## src/rtl/fwp_pkg.sv

```systemverilog
package fwp_pkg;
  typedef enum logic [2:0] {
    OP_NONE   = 3'd0,
    OP_WRSR   = 3'd1,
    OP_PROG   = 3'd2,
    OP_SERASE = 3'd3,
    OP_CERASE = 3'd4
  } fwp_op_e;
endpackage

```

## src/rtl/fwp_lock.sv

```systemverilog
module fwp_lock #(
  parameter int ADDR_W  = 24,
  parameter int ARRAY_W = 18,
  parameter int SEC_W   = 2
) (
  input  logic [1:0]        level_i,
  input  logic [ADDR_W-1:0] addr_i,
  output logic              sec_locked_o,
  output logic              any_locked_o
);
  localparam int NSEC = 1 << SEC_W;

  logic [SEC_W-1:0] sec;
  int               nlock;
  logic [NSEC-1:0]  lock_vec;
  logic             unused_addr_bits;

  assign sec = addr_i[ARRAY_W-1 -: SEC_W];
  assign unused_addr_bits = ^{addr_i[ADDR_W-1:ARRAY_W], addr_i[ARRAY_W-SEC_W-1:0]};

  // number of top sectors locked by the level code
  always_comb begin
    unique case (level_i)
      2'b00:   nlock = 0;
      2'b01:   nlock = NSEC / 4;
      2'b10:   nlock = NSEC / 2;
      default: nlock = NSEC;
    endcase
  end

  for (genvar g = 0; g < NSEC; g++) begin : g_sec
    assign lock_vec[g] = (nlock + g >= NSEC);
  end

  assign sec_locked_o = lock_vec[sec];
  assign any_locked_o = |lock_vec;
endmodule

```

## src/rtl/fwp_policy.sv

```systemverilog
module fwp_policy
  import fwp_pkg::*;
(
  input  fwp_op_e op_i,
  input  logic    wel_i,
  input  logic    busy_i,
  input  logic    pe_i,
  input  logic    wp_i,
  input  logic    sec_locked_i,
  input  logic    any_locked_i,
  output logic    grant_o,
  output logic    deny_o
);
  logic allow;

  always_comb begin
    unique case (op_i)
      OP_WRSR:           allow = wel_i && !(pe_i && !wp_i);
      OP_PROG, OP_SERASE: allow = wel_i && !sec_locked_i;
      OP_CERASE:         allow = wel_i && !any_locked_i;
      default:           allow = 1'b0;
    endcase
    grant_o = (op_i != OP_NONE) && !busy_i && allow;
    deny_o  = (op_i != OP_NONE) && !grant_o;
  end
endmodule

```

## src/rtl/fwp_state.sv

```systemverilog
module fwp_state #(
  parameter logic [1:0] LVL_RST = 2'b11,
  parameter logic       PE_RST  = 1'b0
) (
  input  logic       clk_i,
  input  logic       rst_ni,
  input  logic       set_wel_i,
  input  logic       clr_wel_i,
  input  logic       grant_i,
  input  logic       deny_i,
  input  logic       is_wrsr_i,
  input  logic [7:0] data_i,
  input  logic       done_i,
  output logic       wel_o,
  output logic       busy_o,
  output logic [1:0] level_o,
  output logic       pe_o
);
  logic       wel_q, wel_d, busy_q, busy_d, pe_q, pe_d, upd;
  logic [1:0] lvl_q, lvl_d;
  logic       unused_data_bits;

  assign unused_data_bits = ^{data_i[6:4], data_i[1:0]};

  always_comb begin
    wel_d  = wel_q;
    busy_d = busy_q;
    pe_d   = pe_q;
    lvl_d  = lvl_q;
    if (busy_q) begin
      if (done_i) begin
        busy_d = 1'b0;
        wel_d  = 1'b0;
      end
    end else if (grant_i) begin
      busy_d = 1'b1;
      if (is_wrsr_i) begin
        pe_d  = data_i[7];
        lvl_d = data_i[3:2];
      end
    end else if (deny_i || clr_wel_i) begin
      wel_d = 1'b0;
    end else if (set_wel_i) begin
      wel_d = 1'b1;
    end
  end

  assign upd = busy_q ? done_i : (grant_i | deny_i | clr_wel_i | set_wel_i);

  always_ff @(posedge clk_i or negedge rst_ni) begin
    if (!rst_ni) begin
      wel_q  <= 1'b0;
      busy_q <= 1'b0;
      pe_q   <= PE_RST;
      lvl_q  <= LVL_RST;
    end else if (upd) begin
      wel_q  <= wel_d;
      busy_q <= busy_d;
      pe_q   <= pe_d;
      lvl_q  <= lvl_d;
    end
  end

  assign wel_o   = wel_q;
  assign busy_o  = busy_q;
  assign level_o = lvl_q;
  assign pe_o    = pe_q;

  p_done_clears_r10: assert property (@(posedge clk_i) disable iff (!rst_ni)
    (busy_q && done_i) |=> (!busy_q && !wel_q));
  p_deny_drops_wel_r11: assert property (@(posedge clk_i) disable iff (!rst_ni)
    (!busy_q && deny_i) |=> !wel_q);
  p_busy_holds_state_r12: assert property (@(posedge clk_i) disable iff (!rst_ni)
    (busy_q && !done_i) |=> ($stable(lvl_q) && $stable(pe_q) && busy_q));
endmodule

```

## src/rtl/flash_wp_status.sv

```systemverilog
module flash_wp_status
  import fwp_pkg::*;
#(
  parameter int         ADDR_W  = 24,
  parameter int         ARRAY_W = 18,
  parameter int         SEC_W   = 2,
  parameter logic [1:0] LVL_RST = 2'b11,
  parameter logic       PE_RST  = 1'b0
) (
  input  logic              clk_i,
  input  logic              rst_ni,
  input  logic              set_wel_i,
  input  logic              clr_wel_i,
  input  logic              wrsr_i,
  input  logic [7:0]        wrsr_data_i,
  input  logic              prog_i,
  input  logic              serase_i,
  input  logic              cerase_i,
  input  logic [ADDR_W-1:0] addr_i,
  input  logic              wp_i,
  input  logic              op_done_i,
  output logic [7:0]        status_o,
  output logic              grant_o,
  output logic              deny_o
);
  logic [1:0] rst_sync_q;
  logic       rst_n;
  fwp_op_e    op;
  logic       wel, busy, pe, sec_locked, any_locked;
  logic [1:0] level;

  // asynchronous assertion, synchronous release
  always_ff @(posedge clk_i or negedge rst_ni) begin
    if (!rst_ni) rst_sync_q <= 2'b00;
    else         rst_sync_q <= {rst_sync_q[0], 1'b1};
  end
  assign rst_n = rst_sync_q[1];

  // highest-priority request wins if several arrive together
  always_comb begin
    if      (wrsr_i)   op = OP_WRSR;
    else if (prog_i)   op = OP_PROG;
    else if (serase_i) op = OP_SERASE;
    else if (cerase_i) op = OP_CERASE;
    else               op = OP_NONE;
  end

  fwp_lock #(.ADDR_W(ADDR_W), .ARRAY_W(ARRAY_W), .SEC_W(SEC_W)) u_lock (
    .level_i      (level),
    .addr_i       (addr_i),
    .sec_locked_o (sec_locked),
    .any_locked_o (any_locked)
  );

  fwp_policy u_policy (
    .op_i         (op),
    .wel_i        (wel),
    .busy_i       (busy),
    .pe_i         (pe),
    .wp_i         (wp_i),
    .sec_locked_i (sec_locked),
    .any_locked_i (any_locked),
    .grant_o      (grant_o),
    .deny_o       (deny_o)
  );

  fwp_state #(.LVL_RST(LVL_RST), .PE_RST(PE_RST)) u_state (
    .clk_i     (clk_i),
    .rst_ni    (rst_n),
    .set_wel_i (set_wel_i),
    .clr_wel_i (clr_wel_i),
    .grant_i   (grant_o),
    .deny_i    (deny_o),
    .is_wrsr_i (op == OP_WRSR),
    .data_i    (wrsr_data_i),
    .done_i    (op_done_i),
    .wel_o     (wel),
    .busy_o    (busy),
    .level_o   (level),
    .pe_o      (pe)
  );

  assign status_o = busy ? 8'hFF : {pe, 3'b000, level, wel, 1'b0};

  p_excl_r12: assert property (@(posedge clk_i) disable iff (!rst_n)
    !(grant_o && deny_o));
  p_answer_r12: assert property (@(posedge clk_i) disable iff (!rst_n)
    (wrsr_i || prog_i || serase_i || cerase_i) |-> (grant_o || deny_o));
  p_grant_busy_r3: assert property (@(posedge clk_i) disable iff (!rst_n)
    grant_o |=> (status_o == 8'hFF));
  p_pin_lock_r8: assert property (@(posedge clk_i) disable iff (!rst_n)
    (wrsr_i && status_o[7] && !status_o[0] && !wp_i) |-> !grant_o);
  p_chip_lock_r7: assert property (@(posedge clk_i) disable iff (!rst_n)
    (op == OP_CERASE && status_o[3:2] != 2'b00 && !status_o[0]) |-> !grant_o);
  p_idle_zero_r2: assert property (@(posedge clk_i) disable iff (!rst_n)
    !busy |-> (status_o[6:4] == 3'b000 && !status_o[0]));
endmodule

```

## config.mk

```make
export PLATFORM = sky130hd
export DESIGN_NAME = flash_wp_status
export DESIGN_NICKNAME = d
export VERILOG_FILES = /design/src/rtl/fwp_pkg.sv /design/src/rtl/fwp_lock.sv /design/src/rtl/fwp_policy.sv /design/src/rtl/fwp_state.sv /design/src/rtl/flash_wp_status.sv
export SDC_FILE = /design/constraint.sdc
export NUM_CORES = 1
export LEC_CHECK = 0
export BUFFER_PORTS_ARGS = -buffer_cell sky130_fd_sc_hd__buf_2
export CAP_MARGIN = 20
export CORE_AREA = 2 2 39 41
export CTS_BUF_LIST = sky130_fd_sc_hd__clkbuf_4 sky130_fd_sc_hd__clkbuf_8
export DETAILED_ROUTE_END_ITERATION = 10
export DIE_AREA = 0 0 41 43
export GPL_TIMING_DRIVEN = 0
export PLACE_DENSITY_LB_ADDON = 0.08
export SLEW_MARGIN = 40
export SYNTH_ARGS = -nofsm -noshare
export SYNTH_HDL_FRONTEND = slang
export SYNTH_SLANG_ARGS = --single-unit
```

## constraint.sdc

```tcl
create_clock -name clk_i -period 3.6 [get_ports clk_i]
set_input_delay 0.72 -clock clk_i [delete_from_list [all_inputs] [get_ports clk_i]]
set_output_delay 0.72 -clock clk_i [all_outputs]
set_load 0.005 [all_outputs]
```

==> impl_results.md, run 1 <==
* Worst path cell trace: buf_2 -> nor3_2 -> nand3_1 -> nand3_2 -> nand3_1 -> and2_1 -> buf_2
* Clock tree from TritonCTS: done
* RR Startpoint: u_state.level_o[0]
* Critical path launch point type: input port
* Cell area after placement at 542 µm²
* Setup repair after global routing missed its margin: no
* Grt total ovfl at 0
* FILL cells at 153
* Number of port buffers at 24
* Fraction of layout cells with a size suffix above 1 at 59.4%
* Clock Skew at approximately 1.6 ps
* Cts bufs inserted at 3
* Vias per cell at between 4 and 5
* Y dimension of the die at 43 µm
* Vias in the first global route at 327
* Total leakage power at 0.323 nW
* Final-layout setup total negative slack at 0 ps
* Syn Std Cell Area at ~400 µm²
* Post-CTS repair timing setup buffer count at 0
* Via count at 374
* Final core utilization at 41.3%
* Class of the tightest hold or removal check: reg2async
* Largest driver fanout on the critical path at 4
* Hold bufs inserted after CTS at 0
* Pin count of the biggest net entering global routing at 12
* Crit path capture type: output port
* Fmax achieved at roughly 0.42 GHz
* Net total in the final layout at 112
* Area grow syn2layout at 42.4%
* R2r worst-path depth at 5
* Sum of net half-perimeters after detailed placement at 672 µm
* Final Hold Viols at 0
* # clock sinks at 7
* Final Cycle Share at 66.6%
* Required time worst endpoint at 2880 ps
* Final worst path period need at 2400 ps
* Buffer levels on the longest clock path at 2
* Placer congestion estimate at 0.607
* CTS resizes at 0
* Worst Path Class, Setup: in2out
* Post-route ant nets at 0
* Cell Pwr Density at 506 nW/µm²
* Largest voltage drop on the vdd net at just over 0.2 mV
* Number of antenna violations at the first check in global routing at 0
* Area used by multi-input combinational logic at 183 µm²
* Post-detailed-route DRC marker count at 0
* Post-route worst hold slack at approximately 70 ps
* FF+latch count, synth at 7
* Standard-cell rows at 14
* Warnings from Yosys at 0
* Global-route wire length before repair at 1.25 mm
* Number of nets in the synthesized netlist at 83
* Endpoint of the worst register-to-register path: u_state.pe_o
* Data arrival time of the critical path at 1680 ps
* Placeable core region at 1380 µm²
* Clock insertion delay at the later pin of the skew report at 250 ps
* Routed WL per cell at 9.33 µm
* Final setup violation count at 0
* Iteration count of the initial detailed-routing pass at 1
* Depth of the CTS H-tree at 1
* Synth cell types at 21
* Max stage delay cell, worst path: nor3_2
* Final Max Tran Viols at 0
* Root buffer selected by CTS: clkbuf_4
* Status: finished, final reports clean
* Cell family contributing the most delay on the critical path: simple AND/OR/NAND/NOR gates
* Sequential share of the synthesized area at 44.2%
* Detailed Route WL at 793 µm
* Commonest cells after routing, fill and taps aside: buf_2 (24), dfrtp_1 (5), or2_2 (4), buf_4 (4), clkbuf_4 (4)
* Die X-Extent at about 41 µm
* Number of violations reported at the end of detailed-routing iteration 0 at 0
* Tot GR Track Use at 10.5%
* Initial Utilization at between 20% and 30%
* Final antenna diode count at 0
* Register area at roughly 180 µm²
* Design Area, Final at 572 µm²
* Die area at 1760 µm²
* Average footprint of a synthesized cell at around 9.8 µm²
* Total number of cells along the worst setup path at 7
* Internal reg-to-reg setup slack at 2120 ps
* Synth Instances at 41
* Most common library cell in the layout ignoring fill and taps: buf_2
* Clock-pin slew on the worst setup and hold paths at 50 ps
* Maxcap violations at 0
* Critical path's largest stage delay at 190 ps
* Power, Total at 0.000290 W
* Number of buffer and inverter instances along the worst setup path at 2
* Boundary Pins at 52
==> report_power, final <==
part	switching [W]	internal, W	leakage, nW	total (W)
clock	0.0000273	0.0000497	0.0184	0.0000770
combinational	0.0000334	0.0000546	0.220	0.0000880
sequential	0.0000206	0.000104	0.0847	0.000125
total	0.0000813	0.000208	0.323	0.000290
==> worst max-delay path by stage <==
stage                     startpoint     end  slack (ps)
after global placement        prog_i  deny_o        1160
after detailed placement      prog_i  deny_o        1200
after CTS                     prog_i  deny_o        1190
after global routing          prog_i  deny_o        1050
final                         prog_i  deny_o        1200
after floorplan               prog_i  deny_o        1510
==> synth_stat cells <==
cell	number	area, µm²
a31oi_1	1	6.26
o221ai_1	1	8.76
nand2b_1	2	12.5
buf_4	4	30.0
nor3_2	1	10.0
nor2b_1	1	6.26
dfrtp_1	5	125
nand3_1	2	10.0
nand3_2	2	20.0
inv_1	3	11.3
nand2_1	1	3.75
nor3_1	1	5.00
conb_1	1	3.75
o22ai_1	1	6.26
nor2_1	1	3.75
mux2_1	3	33.8
dfstp_2	2	52.6
or2_2	4	25.0
a21oi_1	3	15.0
and2_1	1	6.26
or3_1	1	6.26
==> through the flow <==
stage,std cells,setup slack (ps)
floorplan,41,1510
global placement,81,1160
detailed placement,81,1200
CTS,85,1190
global route,85,1050
finish,85,1200
==> registers in the layout (all words and copies together) (netlist names) <==
register         count
rst_sync_q           2
u_state.busy_o       1
u_state.level_o      2
u_state.pe_o         1
u_state.wel_o        1
==> layer usage <==
metal | track usage, % | vias to the layer above | routed length, µm
met5 | 0 | - | 0
met4 | 8.00 | 0 | 0
met3 | 2.09 | 0 | 75
met2 | 14.7 | 16 | 358
met1 | 13.4 | 167 | 359
li1 | - | 191 | -
==> logic make-up after synthesis <==
| logic type | Yosys count | share of synthesized area (%) |
|---|---|---|
| simple gates | 17 | 27.1 |
| flops | 7 | 44.2 |
| buf+inv | 7 | 10.3 |
| compound gates | 6 | 9.04 |
| mux | 3 | 8.41 |
| other cells | 1 | 0.934 |
==> cell type report <==
type	instances	area share [%]
multi-input combinational	27	31.9
sequential	7	31.1
timing repair buffer	24	21.0
clock buffer	4	5.25
buffer	4	5.25
tap	16	3.50
inverter	3	1.97
(Power assumes the default switching activity.)
==> inputs of run 2 (changes only) <==
CORE_AREA = not set   (was 2 2 39 41)
CORE_UTILIZATION = 28   (was not set)
DIE_AREA = not set   (was 0 0 41 43)
clock period = 2.07 ns   (was 3.6 ns; I/O delays follow)
==> run 2 against run 1 <==
  * Power rose by 74%
  * Sequential power rose by 74%
  * Global-route usage increased by 0.88 points
  * Hold slack got worse by 1.2 ps
  * Clock skew down 1.3 ps
  * Setup slack lost 1100 ps
  * First-iteration DRC count increased by 3
  * Register-to-register slack got worse by 1600 ps
  * Clock power increased by 70%
  * Combinational power rose by 78%
  * Core utilization grew 3.1 points
==> impl_results.md, run 2 (same netlist as run 1, synthesis figures left out) <==
* Routed WL per cell at 9.08 µm
* Endpoint of the worst register-to-register path: u_state.pe_o
* Critical path launch point type: register
* Depth of the CTS H-tree at 1
* Commonest cells after routing, fill and taps aside: buf_2 (24), dfrtp_1 (5), or2_2 (4), buf_4 (4), clkbuf_4 (4)
* RR Startpoint: u_state.level_o[0]
* Tot GR Track Use at between 10% and 20%
* Required time worst endpoint at roughly 1700 ps
* Post-detailed-route DRC marker count at 0
* Data arrival time of the critical path at 1520 ps
* Class of the tightest hold or removal check: reg2async
* Iteration count of the initial detailed-routing pass at 4
* Placer congestion estimate at 0.711
* Initial Utilization at about 30%
* Setup repair after global routing missed its margin: no
* Fmax achieved at 0.518 GHz
* Clock-pin slew on the worst setup and hold paths at 50 ps
* Via count at 376
* Routed length on met1 at 343 µm
* Final antenna diode count at 0
* Post-CTS repair timing setup buffer count at 0
* Cts bufs inserted at 3
* Cell Pwr Density at 861 nW/µm²
* Sum of net half-perimeters after detailed placement at 641 µm
* Post-route ant nets at 0
* Final setup violation count at 0
* Number of port buffers at 24
* Clock insertion delay at the later pin of the skew report at 240 ps
* Root buffer selected by CTS: clkbuf_4
* Number of violations reported at the end of detailed-routing iteration 0 at 3
* Buffer levels on the longest clock path at 2
* Status: finished, final reports clean
* Total leakage power at 0.327 nW
* Maxcap violations at 0
* Post-route worst hold slack at 67.3 ps
* Critical path's largest stage delay at between 500 and 600 ps
* Area grow syn2layout at 45.8%
* Internal reg-to-reg setup slack at 550 ps
* Pin count of the biggest net entering global routing at 12
* Clock Skew at 0.227 ps
* Y dimension of the die at about 40 µm
* Crit path capture type: output port
* R2r worst-path depth at 5
* Setup slack after placement at between 200 and 300 ps
* Top metal layer carrying routed signals: met3
* Final worst path period need at 1930 ps
* Most common library cell in the layout ignoring fill and taps: buf_2
* Detailed Route WL at just under 800 µm
* Final Hold Viols at 0
* Vias in the first global route at 322
* Worst Path Class, Setup: reg2out
* Final Cycle Share at 93.3%
* Grt total ovfl at 0
* Global-route wire length before repair at 1.20 mm
* Standard-cell rows at 13
* Largest voltage drop on the vdd net at 0.523 mV
* Die X-Extent at 39.9 µm
* Fraction of layout cells with a size suffix above 1 at approximately 60%
* Cell count after placement at 80
* Final critical-path setup slack at 138 ps
* Most numerous cell on the critical path: nand3_2
* Worst path cell trace: a21oi_1 -> o221ai_1 -> nand3_2 -> nand3_2 -> and2_1 -> buf_2
* Vias per cell at 4.42
* Final non-filler cell total at 85
* Routed length on met2 at 385 µm
* Max stage delay cell, worst path: dfstp_2
* Net total in the final layout at around 110
* Placeable core region at 1320 µm²
* Largest driver fanout on the critical path at 5
* Number of antenna violations at the first check in global routing at 0
* Clock tree from TritonCTS: done
* # clock sinks at 7
* Die area at roughly 1600 µm²
* Boundary Pins at 52
* Final Max Tran Viols at 0
* Final-layout setup total negative slack at 0 ps
* Routed wire length on met3 at 43 µm
-- run 2: changes by cell type in the layout (fill, tap and decap cells not counted) --
| cell | delta |
|---|---|
| dlygate4sd3_1 | +1 |
| nand3_1 | -1 |
| nand3_2 | +1 |
-- run 2: power by group --
| part | switching (W) | leakage [nW] | internal (W) |
|---|---|---|---|
| sequential | 0.0000363 | 0.0847 | 0.000181 |
| clock | 0.0000443 | 0.0184 | 0.0000862 |
| combinational | 0.0000600 | 0.224 | 0.0000966 |
| total | 0.000141 | 0.327 | 0.000364 |
-- run 2: area by class of cell --
| class | count | area (µm²) |
|---|---|---|
| multi-input cells | 27 | 188 |
| inverters | 3 | 11.3 |
| fillers | 137 | 732 |
| well taps | 15 | 18.8 |
| flip-flops and latches | 7 | 178 |
| clock buffers | 4 | 30.0 |
| plain buffers | 4 | 30.0 |
| repair buffers | 25 | 130 |
-- run 2: worst max path at each step --
stage | cells past startpoint | end | startpoint
3_3_place_gp | 7 | deny_o | prog_i
4_1_cts | 6 | deny_o | u_state.level_o[0]
3_5_place_dp | 7 | deny_o | prog_i
2_1_floorplan | 5 | deny_o | u_state.level_o[0]
6_report | 6 | deny_o | u_state.level_o[0]
5_1_grt | 6 | deny_o | u_state.level_o[0]
-- run 2: timing repair --
item,in CTS,in global routing
endpoints found under the hold margin,2,0
setup endpoints to repair,0,1
gates resized for setup,0,1
hold buffers,1,0
-- run 2: worst max-delay path: cells and delay by family (launching register included) --
family                 cells  cell delay (ps)
AND/OR/NAND/NOR            3              360
flip-flops                 1              560
AO/OA/AOI/OAI              2              260
buffers and inverters      1              100
-- run 2: through the flow --
stage / total power [W] / util [%] / instance area [µm²]
final: 0.000504 / 44.4 / 586
after floorplan: 0.000304 / - / 402
after global routing: 0.000548 / 44.4 / 586
after detailed placement: 0.000376 / 41.0 / 541
after CTS: 0.000513 / 44.1 / 581
after global placement: 0.000375 / 41.0 / 541
-- run 2: per-layer routing --
metal / GRT usage [%] / up-vias
met3: 5.11 / 0
met4: 2.59 / 0
met2: 19.0 / 13
met1: 12.9 / 171
met5: 0 / -
li1: - / 192
==> inputs of run 3 (changes only) <==
--- a/config.mk
+++ b/config.mk
@@ -13,4 +13,5 @@
 export GPL_TIMING_DRIVEN = 0
 export PLACE_DENSITY_LB_ADDON = 0.08
+export SKIP_LAST_GASP = 1
 export SLEW_MARGIN = 40
 export SYNTH_ARGS = -nofsm -noshare
==> constraint.sdc (replaced) <==
create_clock -name clk_i -period 2.07 [get_ports clk_i]
set_input_delay 0.207 -clock clk_i [delete_from_list [all_inputs] [get_ports clk_i]]
set_output_delay 0.207 -clock clk_i [all_outputs]
set_load 0.005 [all_outputs]
==> run 3 against run 2 <==
  * Core utilization is 0.38 points lower
  * Hold slack stayed put
  * Count of clock-buffer cells in the layout stayed put
  * Critical path depth stayed put
  * Sequential power hardly changed
  * Setup slack better by 160 ps
  * Combinational power hardly changed
  * Routed wire length is 0.39% lower
  * Critical endpoint unchanged
==> impl_results.md, run 3 (same netlist as run 1, synthesis figures left out) <==
* Status: finished, final reports clean
* Commonest cells after routing, fill and taps aside: buf_2 (24), dfrtp_1 (5), or2_2 (4), buf_4 (4), clkbuf_4 (4)
* Initial Utilization at between 30 and 40%
* Tot GR Track Use at 11.3%
* Clock Skew at 0.227 ps
* Internal cell power at 0.000363 W
* Clock insertion delay at the later pin of the skew report at about 240 ps
* Clock-pin slew on the worst setup and hold paths at 50 ps
* Final Cycle Share at 85.7%
* Number of violations reported at the end of detailed-routing iteration 0 at 3
* Final-layout setup total negative slack at 0 ps
* Post-route worst hold slack at between 60 and 70 ps
* Seq pwr share at a little over two fifths
* Max stage delay cell, worst path: dfstp_2
* Required time worst endpoint at around 1900 ps
* Placer congestion estimate at 0.711
* Number of port buffers at 24
* Routed wire length on met3 at around 43 µm
* Vias per cell at 4.44
* Power dissipated by switching net loads at 0.000140 W
* Final antenna diode count at 0
* Post-route ant nets at 0
* Fmax achieved at 0.564 GHz
* Routed WL per cell at 9.05 µm
* Number of antenna violations at the first check in global routing at 0
* Die area at 1590 µm²
* Most common library cell in the layout ignoring fill and taps: buf_2
* Part of the power in combinational logic at about 30%
* Routed length on met2 at ~380 µm
* Iteration count of the initial detailed-routing pass at 4
* Critical path's largest stage delay at around 560 ps
* Top metal layer carrying routed signals: met3
* Clock tree from TritonCTS: done
* Setup repair after global routing missed its margin: no
* Sum of net half-perimeters after detailed placement at 641 µm
* Final worst path period need at 1770 ps
* Root buffer selected by CTS: clkbuf_4
* Cts bufs inserted at 3
* Post-detailed-route DRC marker count at 0
* Final Hold Viols at 0
* # clock sinks at 7
* Largest voltage drop on the vdd net at around 0.52 mV
* Final setup violation count at 0
* Critical path launch point type: register
* Maxcap violations at 0
* Class of the tightest hold or removal check: reg2async
* Standard-cell rows at 13
* Pin count of the biggest net entering global routing at 12
* Grt total ovfl at 0
* Setup slack after placement at 536 ps
* Worst path cell trace: a21oi_1 -> o221ai_1 -> nand3_2 -> nand3_1 -> and2_1 -> buf_2
* Final critical-path setup slack at 296 ps
* Via count at 377
* Worst Path Class, Setup: reg2out
* Global-route wire length before repair at 1.20 mm
* Crit path capture type: output port
* Power, Total at 0.000503 W
* Total leakage power at about 0.33 nW
* Net total in the final layout at 113
* Cell Pwr Density at 866 nW/µm²
* Y dimension of the die at 39.9 µm
* Largest driver fanout on the critical path at 5
* Placeable core region at 1320 µm²
* Final Max Tran Viols at 0
* Boundary Pins at 52
* Clock network fraction of design power at 26.0%
* Final core utilization at 44.1%
* Fraction of layout cells with a size suffix above 1 at about 59%
* Routed length on met1 at around 340 µm
* Post-CTS repair timing setup buffer count at 0
* Data arrival time of the critical path at roughly 1600 ps
* Area grow syn2layout at 44.5%
* Buffer levels on the longest clock path at 2
* Die X-Extent at 39.9 µm
* Detailed Route WL at 769 µm
* Net switching share of the total power at 27.7%
* Vias in the first global route at ~320
* Depth of the CTS H-tree at 1
* CTS resizes at 0
run 3: timing repair:
| item | in CTS | in global routing |
|---|---|---|
| hold buffers | 1 | 0 |
| endpoints found under the hold margin | 2 | 0 |
| setup endpoints to repair | 0 | 0 |
run 3: through the flow:
| stage | std cells | cell area, µm² |
|---|---|---|
| floorplan | 41 | 402 |
| global placement | 80 | 541 |
| detailed placement | 80 | 541 |
| CTS | 85 | 581 |
| global route | 85 | 581 |
| finish | 85 | 581 |
run 3: area by class of cell:
cell class | count | area [µm²]
fill | 138 | 737
tap | 15 | 18.8
inverter | 3 | 11.3
sequential | 7 | 178
timing repair buffer | 25 | 130
multi-input combinational | 27 | 183
clock buffer | 4 | 30.0
buffer | 4 | 30.0
run 3: worst paths after layout:
path,start,endpoint,slack (ps),cells past startpoint
max,u_state.level_o[0],deny_o,300,6
min,rst_sync_q[1],u_state.pe_o,70,0
max reg2reg,u_state.level_o[0],u_state.pe_o,560,5
min reg2reg,rst_sync_q[1],u_state.pe_o,70,0
max in group asynchronous,rst_ni,rst_sync_q[1],1700,2
min in group clk_i,wrsr_data_i[3],u_state.level_o[1],170,2
run 3: routing by layer:
layer	GRT usage, %	vias to the layer above
li1	-	193
met2	19.0	13
met3	5.11	0
met5	0	-
met4	2.59	0
met1	12.9	171
run 3: power groups by stage:
stage          clock network (W)   logic, W  registers, W
6_report                0.000131   0.000155      0.000217
5_1_grt                 0.000145   0.000181      0.000221
4_1_cts                 0.000137   0.000158      0.000217
3_5_place_dp                   0   0.000157      0.000220
3_3_place_gp                   0   0.000157      0.000218
2_1_floorplan                  0  0.0000977      0.000206
run 3: worst max-delay path: cells and delay by family, from the launching register on:
kind,cells,cell delay (ps)
AO/OA/AOI/OAI,2,260
buffers and inverters,1,100
flip-flops,1,560
AND/OR/NAND/NOR,3,410
